`src/rtl/in_ep_pkg.sv`:
```
package in_ep_pkg;

    // Top-level handshake phase of the endpoint
    typedef enum logic [1:0] {
        ST_IDLE = 2'd0,  // waiting for an IN token
        ST_SEND = 2'd1,  // streaming words of the packet
        ST_WAIT = 2'd2   // packet sent, waiting for ACK or timeout
    } ep_state_e;

    // Answer chosen for one IN token
    typedef enum logic [1:0] {
        ANS_NAK_EMPTY = 2'd0,
        ANS_NAK_HOLD  = 2'd1,
        ANS_FULL      = 2'd2,
        ANS_SHORT     = 2'd3
    } ep_answer_e;

    function automatic ep_answer_e pick_answer(input logic empty,
                                               input logic full,
                                               input logic release_ok);
        if (empty)           return ANS_NAK_EMPTY;
        else if (full)       return ANS_FULL;
        else if (release_ok) return ANS_SHORT;
        else                 return ANS_NAK_HOLD;
    endfunction

endpackage

```
`src/rtl/in_ep_avail.sv`:
```
module in_ep_avail #(
    parameter int DEPTH  = 64,
    parameter int MAXPKT = 32,
    localparam int PTR_W = $clog2(DEPTH),
    localparam int CNT_W = PTR_W + 1
) (
    input  logic [PTR_W-1:0] wr_ptr_i,
    input  logic [PTR_W-1:0] rd_ptr_i,
    output logic [CNT_W-1:0] avail_o,
    output logic             empty_o,
    output logic             full_o
);
    localparam logic [CNT_W-1:0] DEPTH_C = CNT_W'(DEPTH);
    localparam logic [CNT_W-1:0] MAX_C   = CNT_W'(MAXPKT);

    logic [CNT_W-1:0] w_ext;
    logic [CNT_W-1:0] r_ext;

    always_comb begin
        w_ext = {1'b0, wr_ptr_i};
        r_ext = {1'b0, rd_ptr_i};
        if (w_ext >= r_ext) avail_o = w_ext - r_ext;
        else                avail_o = w_ext + DEPTH_C - r_ext;
        empty_o = (avail_o == '0);
        full_o  = (avail_o >= MAX_C);
    end

endmodule

```
`src/rtl/in_ep_short_ctr.sv`:
```
module in_ep_short_ctr #(
    parameter int NAKW = 4
) (
    input  logic            clk,
    input  logic            rst_n,
    input  logic            clear_i,
    input  logic            bump_i,
    input  logic            full_i,
    input  logic [NAKW-1:0] limit_i,
    output logic            release_o
);
    localparam logic [NAKW-1:0] SAT_C = {NAKW{1'b1}};

    typedef struct packed {
        logic [NAKW-1:0] cnt;
    } ctr_t;

    ctr_t ctr_d, ctr_q;

    always_comb begin
        ctr_d = ctr_q;
        if (clear_i) begin
            ctr_d.cnt = '0;
        end else if (bump_i && ctr_q.cnt != SAT_C) begin
            ctr_d.cnt = ctr_q.cnt + 1'b1;
        end
    end

    always_ff @(posedge clk) begin
        if (!rst_n) ctr_q <= '0;
        else        ctr_q <= ctr_d;
    end

    assign release_o = (ctr_q.cnt >= limit_i);


    full_clears_chk: assert property (@(posedge clk) disable iff (!rst_n)
        full_i |=> (ctr_q.cnt == '0));


    hold_only_below_limit_chk: assert property (@(posedge clk) disable iff (!rst_n)
        bump_i |-> !release_o);

endmodule

```
`src/rtl/in_ep_word_reader.sv`:
```
module in_ep_word_reader #(
    parameter int DEPTH  = 64,
    parameter int ADDR_W = 16,
    parameter int BASE   = 0,
    localparam int PTR_W = $clog2(DEPTH),
    localparam int LEN_W = PTR_W + 1
) (
    input  logic              clk,
    input  logic              rst_n,
    input  logic              start_i,
    input  logic [PTR_W-1:0]  start_off_i,
    input  logic [LEN_W-1:0]  len_i,
    output logic              mem_rd_en_o,
    output logic [ADDR_W-1:0] mem_addr_o,
    output logic              done_o,
    output logic              tx_valid_o,
    output logic              tx_last_o
);
    localparam logic [PTR_W-1:0]  END_C  = PTR_W'(DEPTH - 1);
    localparam logic [ADDR_W-1:0] BASE_C = ADDR_W'(BASE);
    localparam logic [LEN_W-1:0]  ONE_C  = LEN_W'(1);

    typedef struct packed {
        logic [PTR_W-1:0] off;
        logic [LEN_W-1:0] remain;
        logic             valid;
        logic             last;
    } rdr_t;

    rdr_t rdr_d, rdr_q;
    logic issue;

    always_comb begin
        rdr_d       = rdr_q;
        rdr_d.valid = 1'b0;
        rdr_d.last  = 1'b0;
        issue       = (rdr_q.remain != '0);
        if (start_i) begin
            rdr_d.off    = start_off_i;
            rdr_d.remain = len_i;
        end else if (issue) begin
            rdr_d.off    = (rdr_q.off == END_C) ? '0 : rdr_q.off + 1'b1;
            rdr_d.remain = rdr_q.remain - 1'b1;
            rdr_d.valid  = 1'b1;
            rdr_d.last   = (rdr_q.remain == ONE_C);
        end
    end

    always_ff @(posedge clk) begin
        if (!rst_n) rdr_q <= '0;
        else        rdr_q <= rdr_d;
    end

    assign mem_rd_en_o = issue;
    assign mem_addr_o  = BASE_C + ADDR_W'(rdr_q.off);
    assign done_o      = issue && (rdr_q.remain == ONE_C);
    assign tx_valid_o  = rdr_q.valid;
    assign tx_last_o   = rdr_q.last;


    addr_in_ring_chk: assert property (@(posedge clk) disable iff (!rst_n)
        mem_rd_en_o |-> (mem_addr_o >= BASE_C) &&
                        (mem_addr_o <= BASE_C + ADDR_W'(DEPTH - 1)));


    valid_follows_read_chk: assert property (@(posedge clk) disable iff (!rst_n)
        mem_rd_en_o |=> tx_valid_o);


    last_needs_valid_chk: assert property (@(posedge clk) disable iff (!rst_n)
        tx_last_o |-> tx_valid_o);


    start_when_idle_chk: assert property (@(posedge clk) disable iff (!rst_n)
        start_i |-> (rdr_q.remain == '0));

endmodule

```
`src/rtl/in_ep_sched.sv`:
```
module in_ep_sched
    import in_ep_pkg::*;
#(
    parameter int DEPTH  = 64,
    parameter int MAXPKT = 32,
    parameter int ADDR_W = 16,
    parameter int BASE   = 0,
    parameter int DATA_W = 16,
    parameter int NAKW   = 4,
    localparam int PTR_W = $clog2(DEPTH)
) (
    input  logic              clk,
    input  logic              rst_n,
    input  logic [PTR_W-1:0]  wr_ptr_i,
    input  logic [NAKW-1:0]   nak_limit_i,
    input  logic              in_token_i,
    input  logic              ack_i,
    input  logic              timeout_i,
    output logic [PTR_W-1:0]  rd_ptr_o,
    output logic              resp_nak_o,
    output logic              mem_rd_en_o,
    output logic [ADDR_W-1:0] mem_addr_o,
    input  logic [DATA_W-1:0] mem_rdata_i,
    output logic              tx_valid_o,
    output logic [DATA_W-1:0] tx_data_o,
    output logic              tx_last_o
);
    localparam int CNT_W = PTR_W + 1;
    localparam logic [CNT_W-1:0] DEPTH_C = CNT_W'(DEPTH);
    localparam logic [CNT_W-1:0] MAX_C   = CNT_W'(MAXPKT);

    typedef struct packed {
        ep_state_e        st;
        logic [PTR_W-1:0] rd;
        logic [CNT_W-1:0] len;
        logic             nak;
    } top_t;

    top_t top_d, top_q;

    logic [CNT_W-1:0] avail;
    logic             empty, full, release_ok;
    logic             start, bump, done;
    logic [CNT_W-1:0] start_len;
    logic [CNT_W-1:0] rd_sum;
    ep_answer_e       answer;

    in_ep_avail #(.DEPTH(DEPTH), .MAXPKT(MAXPKT)) u_avail (
        .wr_ptr_i (wr_ptr_i),
        .rd_ptr_i (top_q.rd),
        .avail_o  (avail),
        .empty_o  (empty),
        .full_o   (full)
    );

    in_ep_short_ctr #(.NAKW(NAKW)) u_ctr (
        .clk       (clk),
        .rst_n     (rst_n),
        .clear_i   (start | full),
        .bump_i    (bump),
        .full_i    (full),
        .limit_i   (nak_limit_i),
        .release_o (release_ok)
    );

    in_ep_word_reader #(.DEPTH(DEPTH), .ADDR_W(ADDR_W), .BASE(BASE)) u_reader (
        .clk         (clk),
        .rst_n       (rst_n),
        .start_i     (start),
        .start_off_i (top_q.rd),
        .len_i       (start_len),
        .mem_rd_en_o (mem_rd_en_o),
        .mem_addr_o  (mem_addr_o),
        .done_o      (done),
        .tx_valid_o  (tx_valid_o),
        .tx_last_o   (tx_last_o)
    );

    always_comb begin
        top_d     = top_q;
        top_d.nak = 1'b0;
        start     = 1'b0;
        bump      = 1'b0;
        start_len = '0;
        answer    = pick_answer(empty, full, release_ok);
        rd_sum    = {1'b0, top_q.rd} + top_q.len;
        case (top_q.st)
            ST_IDLE: begin
                if (in_token_i) begin
                    case (answer)
                        ANS_FULL: begin
                            start     = 1'b1;
                            start_len = MAX_C;
                        end
                        ANS_SHORT: begin
                            start     = 1'b1;
                            start_len = avail;
                        end
                        ANS_NAK_HOLD: begin
                            top_d.nak = 1'b1;
                            bump      = 1'b1;
                        end
                        default: top_d.nak = 1'b1;
                    endcase
                    if (start) begin
                        top_d.len = start_len;
                        top_d.st  = ST_SEND;
                    end
                end
            end
            ST_SEND: begin
                if (done) top_d.st = ST_WAIT;
            end
            ST_WAIT: begin
                if (ack_i) begin
                    top_d.rd = (rd_sum >= DEPTH_C) ? PTR_W'(rd_sum - DEPTH_C)
                                                   : PTR_W'(rd_sum);
                    top_d.st = ST_IDLE;
                end else if (timeout_i) begin
                    top_d.st = ST_IDLE;
                end
            end
            default: top_d.st = ST_IDLE;
        endcase
    end

    always_ff @(posedge clk) begin
        if (!rst_n) top_q <= '{st: ST_IDLE, rd: '0, len: '0, nak: 1'b0};
        else        top_q <= top_d;
    end

    assign rd_ptr_o   = top_q.rd;
    assign resp_nak_o = top_q.nak;
    assign tx_data_o  = mem_rdata_i;


    rd_moves_on_ack_chk: assert property (@(posedge clk) disable iff (!rst_n)
        !ack_i |=> $stable(rd_ptr_o));


    timeout_keeps_rd_chk: assert property (@(posedge clk) disable iff (!rst_n)
        (timeout_i && !ack_i) |=> $stable(rd_ptr_o));


    rd_in_range_chk: assert property (@(posedge clk) disable iff (!rst_n)
        rd_ptr_o <= PTR_W'(DEPTH - 1));


    busy_no_nak_chk: assert property (@(posedge clk) disable iff (!rst_n)
        (top_q.st != ST_IDLE) |=> !resp_nak_o);


    nak_not_with_tx_chk: assert property (@(posedge clk) disable iff (!rst_n)
        resp_nak_o |-> !tx_valid_o && !mem_rd_en_o);

endmodule

```
`config.mk`:
```
export PLATFORM = sky130hd
export DESIGN_NAME = in_ep_sched
export DESIGN_NICKNAME = d
export VERILOG_FILES = /design/src/rtl/in_ep_pkg.sv /design/src/rtl/in_ep_avail.sv /design/src/rtl/in_ep_short_ctr.sv /design/src/rtl/in_ep_word_reader.sv /design/src/rtl/in_ep_sched.sv
export SDC_FILE = /design/constraint.sdc
export NUM_CORES = 1
export LEC_CHECK = 0
export BUFFER_PORTS_ARGS = -buffer_cell sky130_fd_sc_hd__buf_2
export CORE_ASPECT_RATIO = 0.9
export CORE_MARGIN = 3
export CORE_UTILIZATION = 53
export DETAILED_ROUTE_END_ITERATION = 10
export GPL_TIMING_DRIVEN = 0
export PLACE_DENSITY = 0.93
export SLEW_MARGIN = 10
export SYNTH_ARGS = -nofsm -noshare
export SYNTH_HDL_FRONTEND = slang
export SYNTH_HIERARCHICAL = 1
export SYNTH_SLANG_ARGS = --single-unit
```
`constraint.sdc`:
```
create_clock -name clk -period 4.6 [get_ports clk]
set_input_delay 0.46 -clock clk [delete_from_list [all_inputs] [get_ports clk]]
set_output_delay 0.46 -clock clk [all_outputs]
set_load 0.1 [all_outputs]
```
# Word-level counts from Yosys, hierarchy flattened
# Index checks and enable logic that the tools add are counted.
[word_totals]
ff_bits = 35
inputBits = 31
output_inout_bits = 42
elab_cells = 76
[op_classes]
n_addsub = 8
n_lt_le_gt_ge = 4
n_eq_ne = 12
mux = 26
bitwise = 3
reduce_logical = 14
[ops]
columns = ["cell", "count"]
rows = [
  ["7-bit 2-to-1 mux", 3],
  ["2-bit 2-to-1 mux", 8],
  ["15-bit 2-to-1 mux", 1],
  ["7-bit one-hot mux with 2 select lines", 1],
  ["13-bit 2-to-1 mux", 1],
  ["6-bit 2-to-1 mux", 2],
  ["1-bit 2-to-1 mux", 9],
  ["6-bit by 7-bit adder with 7-bit output", 1],
  ["6-bit by 7-bit adder with 7-bit output, second input constant", 1],
  ["7-bit by 1-bit equality test with 1-bit output, second input constant", 1],
  ["7-bit by 6-bit greater-or-equal comparator with 1-bit output, second input constant", 1],
  ["7-bit greater-or-equal comparator, second input constant", 1],
  ["7-bit logical NOT", 1],
  ["7-bit nonzero test", 1],
  ["6-bit by 6-bit subtractor with 7-bit output", 1],
  ["7-bit by 1-bit subtractor with 7-bit output, second input constant", 1],
  ["7-bit by 6-bit subtractor with 7-bit output", 1],
  ["6-bit by 1-bit adder with 6-bit output, second input constant", 1],
  ["2-bit equality test, second input constant", 3],
  ["6-bit equality test, second input constant", 1],
  ["6-bit greater-or-equal comparator", 1],
  ["2-bit one-hot mux with 3 select lines", 1],
  ["3-bit AND reduction", 2],
  ["2-bit OR reduction", 3],
  ["other kinds (16)", 20],
]

# Depth between registers and ports, before layout
# Gate-level depths: netlist (run 1).
[depth]
word_depth = 15
ltp_mapped = 17
mapped_depth_nobuf = 16

# Cells and area by module
# The synthesis (run 1) kept the hierarchy.
[modules_own_cells]
columns = ["mod", "instances", "cells_each", "area_each_um2", "seq_area_each_um2"]
rows = [
  ["in_ep_sched", 1, 118, 1014.7, 300.3],
  ["in_ep_word_reader", 1, 109, 930.9, 300.3],
  ["in_ep_avail", 1, 58, 405.4, 0.0],
  ["in_ep_short_ctr", 1, 35, 276.5, 80.1],
]

# Worst setup path after synthesis (run 1)
# Ideal clock, no wire load.
[synth_path]
kind = "input to register"
start = "in wr_ptr_i[0]"
end = "reg u_reader/rdr_q[6] in the netlist's numbering"
setup_ns = 0.059
t_arrival_ns = 3.371
required_ns = 4.541
setup_slack_ns = 1.170
cell_stages = 16
path_buffers = 2
cell_sequence = "inv_1 -> ha_1 -> inv_1 -> fa_1 -> a21o_1 -> a211oi_1 -> nor2_1 -> or4_4 -> a211oi_2 -> o21bai_1 -> or2_1 -> buf_6 -> clkinv_4 -> clkbuf_1 -> o31ai_1 -> and2_1"
[synth_between]
word_cells_on_any_way = 22
classes_between = "add/sub (3); order compare (2); eq/ne (2); mux (12); reduce/logical (3)"
[synth_lines]
columns = ["element", "line", "source"]
rows = [
  ["start: declaration", "in_ep_sched.sv:14", "input logic [PTR_W-1:0] wr_ptr_i,"],
  ["6-bit by 7-bit adder with 7-bit output", "in_ep_avail.sv:23", "else avail_o = w_ext + DEPTH_C - r_ext;"],
  ["7-bit by 6-bit subtractor with 7-bit output", "in_ep_avail.sv:23", ""],
  ["7-bit 2-to-1 mux (*)", "in_ep_avail.sv:22", "if (w_ext >= r_ext) avail_o = w_ext - r_ext;"],
  ["net avail[4]", "in_ep_sched.sv:41", "logic [CNT_W-1:0] avail;"],
  ["7-bit logical NOT (*)", "in_ep_avail.sv:24", "empty_o = (avail_o == '0);"],
  ["net empty", "in_ep_sched.sv:42", "logic empty, full, release_ok;"],
  ["2-bit 2-to-1 mux (*)", "in_ep_pkg.sv:21", "if (empty) return ANS_NAK_EMPTY;"],
  ["2-bit equality test", "in_ep_sched.sv:90", "case (answer)"],
  ["2-bit OR reduction (no line) (*)", "-", ""],
  ["1-bit 2-to-1 mux (*)", "in_ep_sched.sv:90", ""],
  ["1-bit 2-to-1 mux (*)", "in_ep_sched.sv:89", "if (in_token_i) begin"],
  ["1-bit 2-to-1 mux (*)", "in_ep_sched.sv:87", "case (top_q.st)"],
  ["1-bit 2-to-1 mux (*)", "in_ep_sched.sv:89", ""],
  ["1-bit 2-to-1 mux (*)", "in_ep_sched.sv:87", ""],
  ["net start", "in_ep_sched.sv:43", "logic start, bump, done;"],
  ["13-bit 2-to-1 mux / 2-bit nonzero test (equally long branches)", "-", ""],
  ["end signal: assignment", "in_ep_word_reader.sv:51", "else rdr_q <= rdr_d;"],
  ["end: declaration", "in_ep_word_reader.sv:30", "rdr_t rdr_d, rdr_q;"],
]
# Mark *: on every way through the listed nets, which the timed path passes. The rest lies on a longest branch. The select of a mux whose other input is x is not followed.
# A chain may end at the register's enable or synchronous reset.

# Worst setup path after layout (run 1)
[layout_path]
start = "reg top_q, in the netlist rd_ptr_o[0]"
end = "reg u_reader/rdr_q[7] in the netlist's numbering"
[layout_between]
word_cells_on_any_way = 21
classes_between = "add/sub (2); order compare (2); eq/ne (2); mux (12); reduce/logical (3)"
[layout_lines]
columns = ["element", "line", "source"]
rows = [
  ["start: declaration", "in_ep_sched.sv:39", "top_t top_d, top_q;"],
  ["start signal: assignment", "in_ep_sched.sv:128", "if (!rst_n) top_q <= '{st: ST_IDLE, rd: '0, len: '0, nak: 1'b0};"],
  ["start signal: assignment", "in_ep_sched.sv:129", "else top_q <= top_d;"],
  ["7-bit by 6-bit subtractor with 7-bit output (tied with other cells)", "in_ep_avail.sv:23", ""],
  ["7-bit 2-to-1 mux (*)", "in_ep_avail.sv:22", ""],
  ["net avail[4]", "in_ep_sched.sv:41", ""],
  ["7-bit logical NOT (*)", "in_ep_avail.sv:24", ""],
  ["net empty", "in_ep_sched.sv:42", ""],
  ["2-bit 2-to-1 mux (*)", "in_ep_pkg.sv:21", ""],
  ["2-bit equality test", "in_ep_sched.sv:90", ""],
  ["2-bit OR reduction (no line) (*)", "-", ""],
  ["1-bit 2-to-1 mux (*)", "in_ep_sched.sv:90", ""],
  ["1-bit 2-to-1 mux (*)", "in_ep_sched.sv:89", ""],
  ["1-bit 2-to-1 mux (*)", "in_ep_sched.sv:87", ""],
  ["1-bit 2-to-1 mux (*)", "in_ep_sched.sv:89", ""],
  ["1-bit 2-to-1 mux (*)", "in_ep_sched.sv:87", ""],
  ["net start", "in_ep_sched.sv:43", ""],
  ["13-bit 2-to-1 mux / 2-bit nonzero test (equally long branches)", "-", ""],
]
# Marked as above.

==> impl_metrics.csv, run 1 <==
group,metric,value,unit
run_status,outcome,"complete, no violations",
detailed_routing,drc,0,
critical_path,path_max_fanout,10,
critical_path,rrSetupSlack,0.72,ns
timing,clock.fmax,0.257,GHz
critical_path,cp.arrival,4.13,ns
cts,cts_resized,0,
die,die_y,72.8,um
logic_synthesis,synth_top_area_share,25.9,%
critical_path,crit_required,4.85,ns
cts,clockBufferDepth,2,
cts,cts_setup_buffers,0,
timing,fin_setup_tns,0,ns
logic_synthesis,async_reset_ff_share,0,%
logic_synthesis,synth_cell_types,60,
cts,cts-root-buf,"clkbuf_8",
die,io-pin-count,73,
logic_synthesis,yosysTopAreaCell,"dfxtp_1",
global_route,grt_max_degree,15,
power_and_ir_drop,power.density,471,nW/um^2
logic_synthesis,yosysSeqAreaShare,25.9,%
worst_hold_path,min_path_type,"flop to flop",
placement,place_inst,437,
critical_path,cp-end-kind,"flop",
die,chipWidth,80.2,um
power_and_ir_drop,clockPowerShare,23.1,%
die,fp.coreArea,4600,sq um
timing,maxSlewViolCount,0,
power_and_ir_drop,seqPwrFrac,26.2,%
cts,clk_pin_slew,0.08,ns
logic_synthesis,synth_area,2630,sq um
final_layout,fill_cells,385,
placement,place_congestion,0.910,
final_layout,final_cells,445,
timing,fin_crit_sh,84.4,%
cts,h-tree-depth,2,
final_layout,multi_input_area,1540,sq um
final_layout,drive_gt1_share,28.2,%
die,rows,23,
power_and_ir_drop,combinationalPowerShare,50.7,%
run,max_cap_violations,0,
timing,finalCriticalPeriod,3.88,ns
logic_synthesis,synth_enable_flop_cells,0,
final_layout,syn_to_final_growth,18.2,%
cts,clk_latency,0.30,ns
power_and_ir_drop,p_int,0.792,mW
final_layout,utilization,67.5,%
global_route,grt.overflow.total,0,
worst_hold_path,hold_end,"top_q[1]$_SDFFE_PN0P_",
detailed_routing,drt-initial-drc-count,209,
cts,clkSinkCount,34,
worst_hold_path,whs_path_depth,2,
logic_synthesis,ys_seq_elements,34,
final_layout,antenna_cells,0,
detailed_routing,routed_via_density,5.41,
global_route,grtUsageTotal,20.2,%
logic_synthesis,synth_flop_cell,"dfxtp_1",
detailed_routing,vias,2408,
placement,dpl.hpwl,4.48,mm
critical_path,reg2regPathDepth,16,
die,start_util,57.1,%
cts,hold_buffers,0,
global_route,antenna_found_initial,0,
power_and_ir_drop,finalPower,1.46,mW
logic_synthesis,synth_area_leaders,"dfxtp_1, buf_4, ha_1",
global_route,grt_pass1_vias,2139,
logic_synthesis,synth.avg_cell_area,8.21,sq um
timing,tightest_slew,0.823,ns
timing,setup_viol,0,
logic_synthesis,synthCells,320,
critical_path,r2r-start,"rd_ptr_o[0]$_SDFFE_PN0P_",
power_and_ir_drop,ir_drop,0.000277,V
critical_path,critPathKind,"flop to flop",
logic_synthesis,ys.warnings.count,6,
worst_hold_path,min-delay-start,"top_q[1]$_SDFFE_PN0P_",
power_and_ir_drop,leakagePower,1.44,nW
detailed_routing,firstDrtPassIters,5,
placement,pre_cts_slack,0.688,ns
timing,hold_ws,0.475,ns
cts,numCtsBuffers,5,
detailed_routing,finalWirelength,6.01,mm
timing,setup_ws,0.715,ns
power_and_ir_drop,p_sw_share,45.9,%
final_layout,fin_area,3110,sq um
timing,skew,0.00951,ns
placement,portBuffers,46,
final_layout,regArea,681,sq um
detailed_routing,wl_per_cell,13.5,um
die,design.die.area,5840,sq um
cts,cts_tree,"yes",
placement,placed_area,2970,sq um
final_layout,final_nets,435,
timing,slew_headroom,44.7,%
timing,grt_setup_unrepaired,"false",
global_route,grt_first_pass_wirelength,9.34,mm
critical_path,worst_setup_path_start_kind,"flop",
power_and_ir_drop,p_sw,0.671,mW
critical_path,regToRegEndpoint,"u_reader/rdr_q[7]$_SDFFE_PN0P_",
timing,final_hold_viol_count,0,
detailed_routing,ant_nets,0,
## critical path, cell delays in order (launching register included)
cell      delay (ns)
dfxtp_1         0.48
ha_1            0.30
inv_1           0.07
fa_1            0.42
a21o_1          0.18
a211oi_1        0.24
nor2_1          0.11
or4_4           0.48
a211oi_2        0.29
o21bai_1        0.21
or2_1           0.16
buf_6           0.15
clkinv_4        0.09
clkinv_1        0.16
nand2_1         0.19
nor2_1          0.17
a32o_1          0.13
## power by group through the flow
stage | clock [mW] | sequential (mW) | combinational [mW]
2_1_floorplan | 0 | 0.413 | 0.598
3_3_place_gp | 0 | 0.387 | 0.719
3_5_place_dp | 0 | 0.388 | 0.733
4_1_cts | 0.341 | 0.382 | 0.736
5_1_grt | 0.351 | 0.389 | 0.789
6_report | 0.338 | 0.384 | 0.742
## registers in the layout (all words and copies together), names as in the netlist
signal,cells
u_reader/rdr_q,13
top_q,8
rd_ptr_o,6
u_ctr/ctr_q,4
resp_nak_o,1
u_reader/tx_last_o,1
u_reader/tx_valid_o,1
## Yosys cell counts, drive strengths merged, types with 4 or more instances
| cell | count |
|---|---|
| a21boi | 6 |
| a211oi | 6 |
| nand4 | 7 |
| xor2 | 6 |
| o21ai | 18 |
| o31ai | 6 |
| a31oi | 4 |
| nand2 | 22 |
| xnor2 | 6 |
| nor2b | 5 |
| nand2b | 4 |
| nor2 | 14 |
| clkbuf | 4 |
| and3 | 6 |
| nor3 | 7 |
| and2 | 12 |
| a21oi | 21 |
| inv | 23 |
| buf | 41 |
| ha | 20 |
| dfxtp | 34 |
| nand3 | 10 |
## how the worst max path moves through the flow
stage	start	end	slack, ns	cells after the start
final	rd_ptr_o[0]$_SDFFE_PN0P_	u_reader/rdr_q[7]$_SDFFE_PN0P_	0.72	16
after global routing	rd_ptr_o[0]$_SDFFE_PN0P_	u_reader/rdr_q[6]$_SDFFE_PN0P_	0.51	15
after detailed placement	wr_ptr_i[0]	u_reader/rdr_q[6]$_SDFFE_PN0P_	0.69	17
after floorplan	wr_ptr_i[0]	u_reader/rdr_q[6]$_SDFFE_PN0P_	1.17	16
after global placement	wr_ptr_i[0]	u_reader/rdr_q[6]$_SDFFE_PN0P_	0.78	17
after CTS	rd_ptr_o[0]$_SDFFE_PN0P_	u_reader/rdr_q[6]$_SDFFE_PN0P_	0.75	15
## metal layers
metal	GRT usage, %	part of all wire, %	vias to the layer above
met5	0	0	-
met1	26.6	44	1086
met2	32.1	46	108
met3	4.44	7.5	22
met4	8.82	2.9	0
li1	-	-	1192
## cell type report
class	count	area share [%]
buffer	45	10.9
inverter	25	3.18
timing repair buffer	46	7.41
sequential	34	21.9
multi-input combinational	225	49.7
tap	62	2.50
clock buffer	5	2.22
clock inverter	3	2.22
## cell families after synthesis
logic type	share of synthesized area, %
other	0.143
XOR/XNOR	4.00
AND/OR/NAND/NOR	21.9
adder cells (fa/ha/maj)	11.0
flip-flops	25.9
buffers and inverters	16.6
AO/OA/AOI/OAI	20.0
multiplexers	0.381
## placed cells by master (no fill, tap or decap), types with 4 or more instances in the layout
cell type and n:
buf_2 46, buf_4 38, dfxtp_1 34, inv_1 23, nand2_1 22, a21oi_1 21, ha_1 20, o21ai_0 15
nor2_1 13, and2_1 11, nand3_1 10, conb_1 10, nand4_1 7, and3_1 6, xor2_1 6, xnor2_1 6
nor2b_1 5, nor3_1 5, clkbuf_8 5, a211oi_1 5, o31ai_1 5, clkbuf_1 4, nand2b_1 4, a21boi_0 4
a31oi_1 4
(Power assumes the default switching activity.)
==> run 2, diff against run 1 <==
ABC_AREA = 1   (was unset)
CORE_UTILIZATION = 49   (was 53)
PLACE_DENSITY = 0.89   (was 0.93)
clock period = 3.2 ns   (was 4.6 ns; I/O delays follow)
==> run 2 against run 1 <==
Compared with the run above:
- die area increased by 18%
- synthesized cell count increased by 29%
- clock power decreased by 2%
- critical path depth increased by 5
- total power increased by 43%
- routed wire length increased by 7.5%
- clock-buffer cell count increased by 2
- via count increased by 14%
- cell count increased by 23%
- clock skew increased by 0.0015 ns
- worst setup slack got worse by 0.49 ns
- sequential power increased by 39%
==> impl_metrics.csv, run 2 <==
group,metric,value,unit
run_status,outcome,"complete, no violations",
final_layout,syn_to_final_growth,15.6,%
timing,clock.fmax,0.337,GHz
timing,fin_setup_tns,0,ns
final_layout,regMostFlops,"u_reader/rdr_q",
critical_path,cpMostUsedCell,"nor2_2",
final_layout,final_nets,529,
cts,cts_tree,"yes",
placement,portBuffers,46,
timing,final_hold_viol_count,0,
critical_path,cp-end-kind,"flop",
power_and_ir_drop,power.density,623,nW/um^2
placement,pre_cts_slack,0.0877,ns
logic_synthesis,synth_flop_cell,"dfxtp_1",
critical_path,worst_setup_path_start_kind,"flop",
critical_path,cp_cell_sequence,"ha_1 -> inv_1 -> fa_1 -> inv_1 -> nor2_2 -> nor2_2 -> nor2_2 -> nor2_2 -> clkinv_1 -> nand2_2 -> nand2_2 -> nand2_4 -> nor2_2 -> o21bai_2 -> nor2_8 -> inv_2 -> buf_6 -> nand3_2 -> nand2_1 -> nor2_1 -> nor2_1",
critical_path,cpPeakStageDelay,0.40,ns
critical_path,cpMaxStageDelayCell,"dfxtp_2",
die,die_y,79.2,um
logic_synthesis,synth_area_leaders,"dfxtp_1, nand2_1, buf_4",
logic_synthesis,synth.avg_cell_area,7.04,sq um
final_layout,largest_reg_flops,13,
detailed_routing,finalWirelength,6.47,mm
final_layout,drive_gt1_share,31.2,%
cts,h-tree-depth,2,
placement,place_congestion,0.886,
logic_synthesis,yosysTopAreaCell,"dfxtp_1",
critical_path,cp.arrival,3.14,ns
global_route,grtUsageTotal,19.2,%
cts,hold_buffers,0,
logic_synthesis,yosysMostFrequentCell,"nand2_1",
global_route,grt_pass1_vias,2489,
critical_path,crit_required,3.37,ns
worst_hold_path,min_path_type,"primary input to flop",
power_and_ir_drop,ir_drop,0.000579,V
die,rows,26,
global_route,antenna_found_initial,0,
logic_synthesis,async_reset_ff_share,0,%
global_route,grt.overflow.total,0,
global_route,grt_first_pass_wirelength,10.7,mm
run,max_cap_violations,0,
timing,setup_viol,0,
placement,dpl.hpwl,5.21,mm
critical_path,critPathTopFamily,"simple AND/OR/NAND/NOR gates",
logic_synthesis,synth_enable_flop_cells,0,
global_route,grt_max_degree,13,
detailed_routing,ant_nets,0,
cts,cts-root-buf,"clkbuf_8",
logic_synthesis,synth_top_area_share,23.4,%
final_layout,final_common_cell,"nand2_1",
detailed_routing,drc,0,
die,chipWidth,87.3,um
die,start_util,50.9,%
logic_synthesis,ys_seq_elements,34,
placement,placed_area,3270,sq um
power_and_ir_drop,leakagePower,1.74,nW
logic_synthesis,synth_area,2910,sq um
final_layout,antenna_cells,0,
critical_path,path_buf_inv,5,
die,fp.coreArea,5730,sq um
final_layout,layout_common_cells,"nand2_1, inv_1, buf_2",
detailed_routing,firstDrtPassIters,4,
timing,finalCriticalPeriod,2.97,ns
cts,clkSinkCount,34,
logic_synthesis,synthCells,414,
timing,skew,0.0110,ns
detailed_routing,routed_via_density,5.01,
detailed_routing,vias,2739,
die,io-pin-count,73,
timing,grt_setup_unrepaired,"false",
timing,fin_crit_sh,92.8,%
die,design.die.area,6910,sq um
final_layout,fin_area,3370,sq um
final_layout,reg_top3,"u_reader/rdr_q x13, top_q x8, rd_ptr_o x6",
cts,clk_latency,0.29,ns
critical_path,critPathKind,"flop to flop",
timing,maxSlewViolCount,0,
timing,setup_ws,0.230,ns
critical_path,rrSetupSlack,0.23,ns
detailed_routing,wl_per_cell,11.8,um
critical_path,path_max_fanout,12,
detailed_routing,drt-initial-drc-count,144,
logic_synthesis,yosysSeqAreaShare,23.4,%
cts,clockBufferDepth,2,
final_layout,utilization,58.8,%
logic_synthesis,synthTopCellsByCount,"nand2_1, inv_1, nor2_1",
cts,clk_pin_slew,0.07,ns
logic_synthesis,synth_cell_types,40,
logic_synthesis,ys.warnings.count,6,
cts,numCtsBuffers,5,
run 2: cell count changes after synthesis, sizes merged, moves of 5 or more:
cell	before	now
a21boi	6	0
nor2	14	56
o31ai	6	0
nor2b	5	0
a211oi	6	0
inv	23	59
nand2	22	89
and2	12	0
o21ai	18	9
nand3	10	43
and3	6	0
run 2: final timing paths:
path                                                from                        endpoint  depth (start not counted)
worst max register to register  rd_ptr_o[0]$_SDFFE_PN0P_  u_reader/rdr_q[9]$_SDFFE_PN0P_                         21
worst min-delay path                           timeout_i          top_q[15]$_SDFFE_PN0P_                          4
worst min register to register     top_q[6]$_SDFFE_PN0P_           top_q[6]$_SDFFE_PN0P_                          2
worst max-delay path            rd_ptr_o[0]$_SDFFE_PN0P_  u_reader/rdr_q[9]$_SDFFE_PN0P_                         21
run 2: stage by stage:
| stage | hold WS (ns) | power [mW] | instances |
|---|---|---|---|
| finish | 0.324 | 2.10 | 547 |
| global route | 0.344 | 2.22 | 547 |
| CTS | 0.306 | 2.10 | 547 |
| detailed placement | 0.474 | 1.77 | 539 |
| global placement | 0.460 | 1.73 | 539 |
| floorplan | 0.443 | 1.58 | 423 |
run 2: repair_timing:
| item | in CTS | in global routing |
|---|---|---|
| resized for setup | 0 | 5 |
| buffers inserted | 0 | 0 |
| endpoints found under the setup margin | 0 | 7 |
run 2: layout make-up:
class / instances / area, sq um
buffer: 41 / 313
clock inverter: 1 / 5.00
clock buffer: 7 / 86.3
tap: 70 / 87.6
multi-input combinational: 286 / 1730
inverter: 62 / 233
timing repair buffer: 46 / 230
sequential: 34 / 686
fill: 522 / 2360
run 2: worst reg2reg max path, stage by stage, from the launching register on:
cell and delay [ns]:
dfxtp_2 0.40, ha_1 0.16, inv_1 0.05, fa_1 0.40, inv_1 0.08, nor2_2 0.05
nor2_2 0.13, nor2_2 0.05, nor2_2 0.12, clkinv_1 0.10, nand2_2 0.08, nand2_2 0.07
nand2_4 0.11, nor2_2 0.07, o21bai_2 0.24, nor2_8 0.22, inv_2 0.11, buf_6 0.16
nand3_2 0.07, nand2_1 0.05, nor2_1 0.10, nor2_1 0.04
run 2: where the power goes:
part	total [mW]	internal [mW]	leakage (nW)	switching, mW
clock	0.332	0.174	0.0482	0.158
sequential	0.535	0.483	0.278	0.0515
combinational	1.23	0.329	1.41	0.902
total	2.10	0.986	1.74	1.11
run 2: per-layer routing:
layer | track usage (%) | part of all wire [%]
met1 | 22.8 | 42
met2 | 33.8 | 50
met3 | 4.46 | 7.1
met4 | 5.98 | 1.2
met5 | 0 | 0
run 2: kinds of logic (layout without fill, tap and decap cells):
family / after synthesis / count (layout) / share of synthesized area (%)
simple gates: 208 / 208 / 37.4
buf+inv: 103 / 157 / 18.7
compound gates: 37 / 37 / 7.69
flops: 34 / 34 / 23.4
fa+ha+maj: 22 / 22 / 9.96
xor+xnor: 9 / 9 / 2.70
other cells: 1 / 10 / 0.129
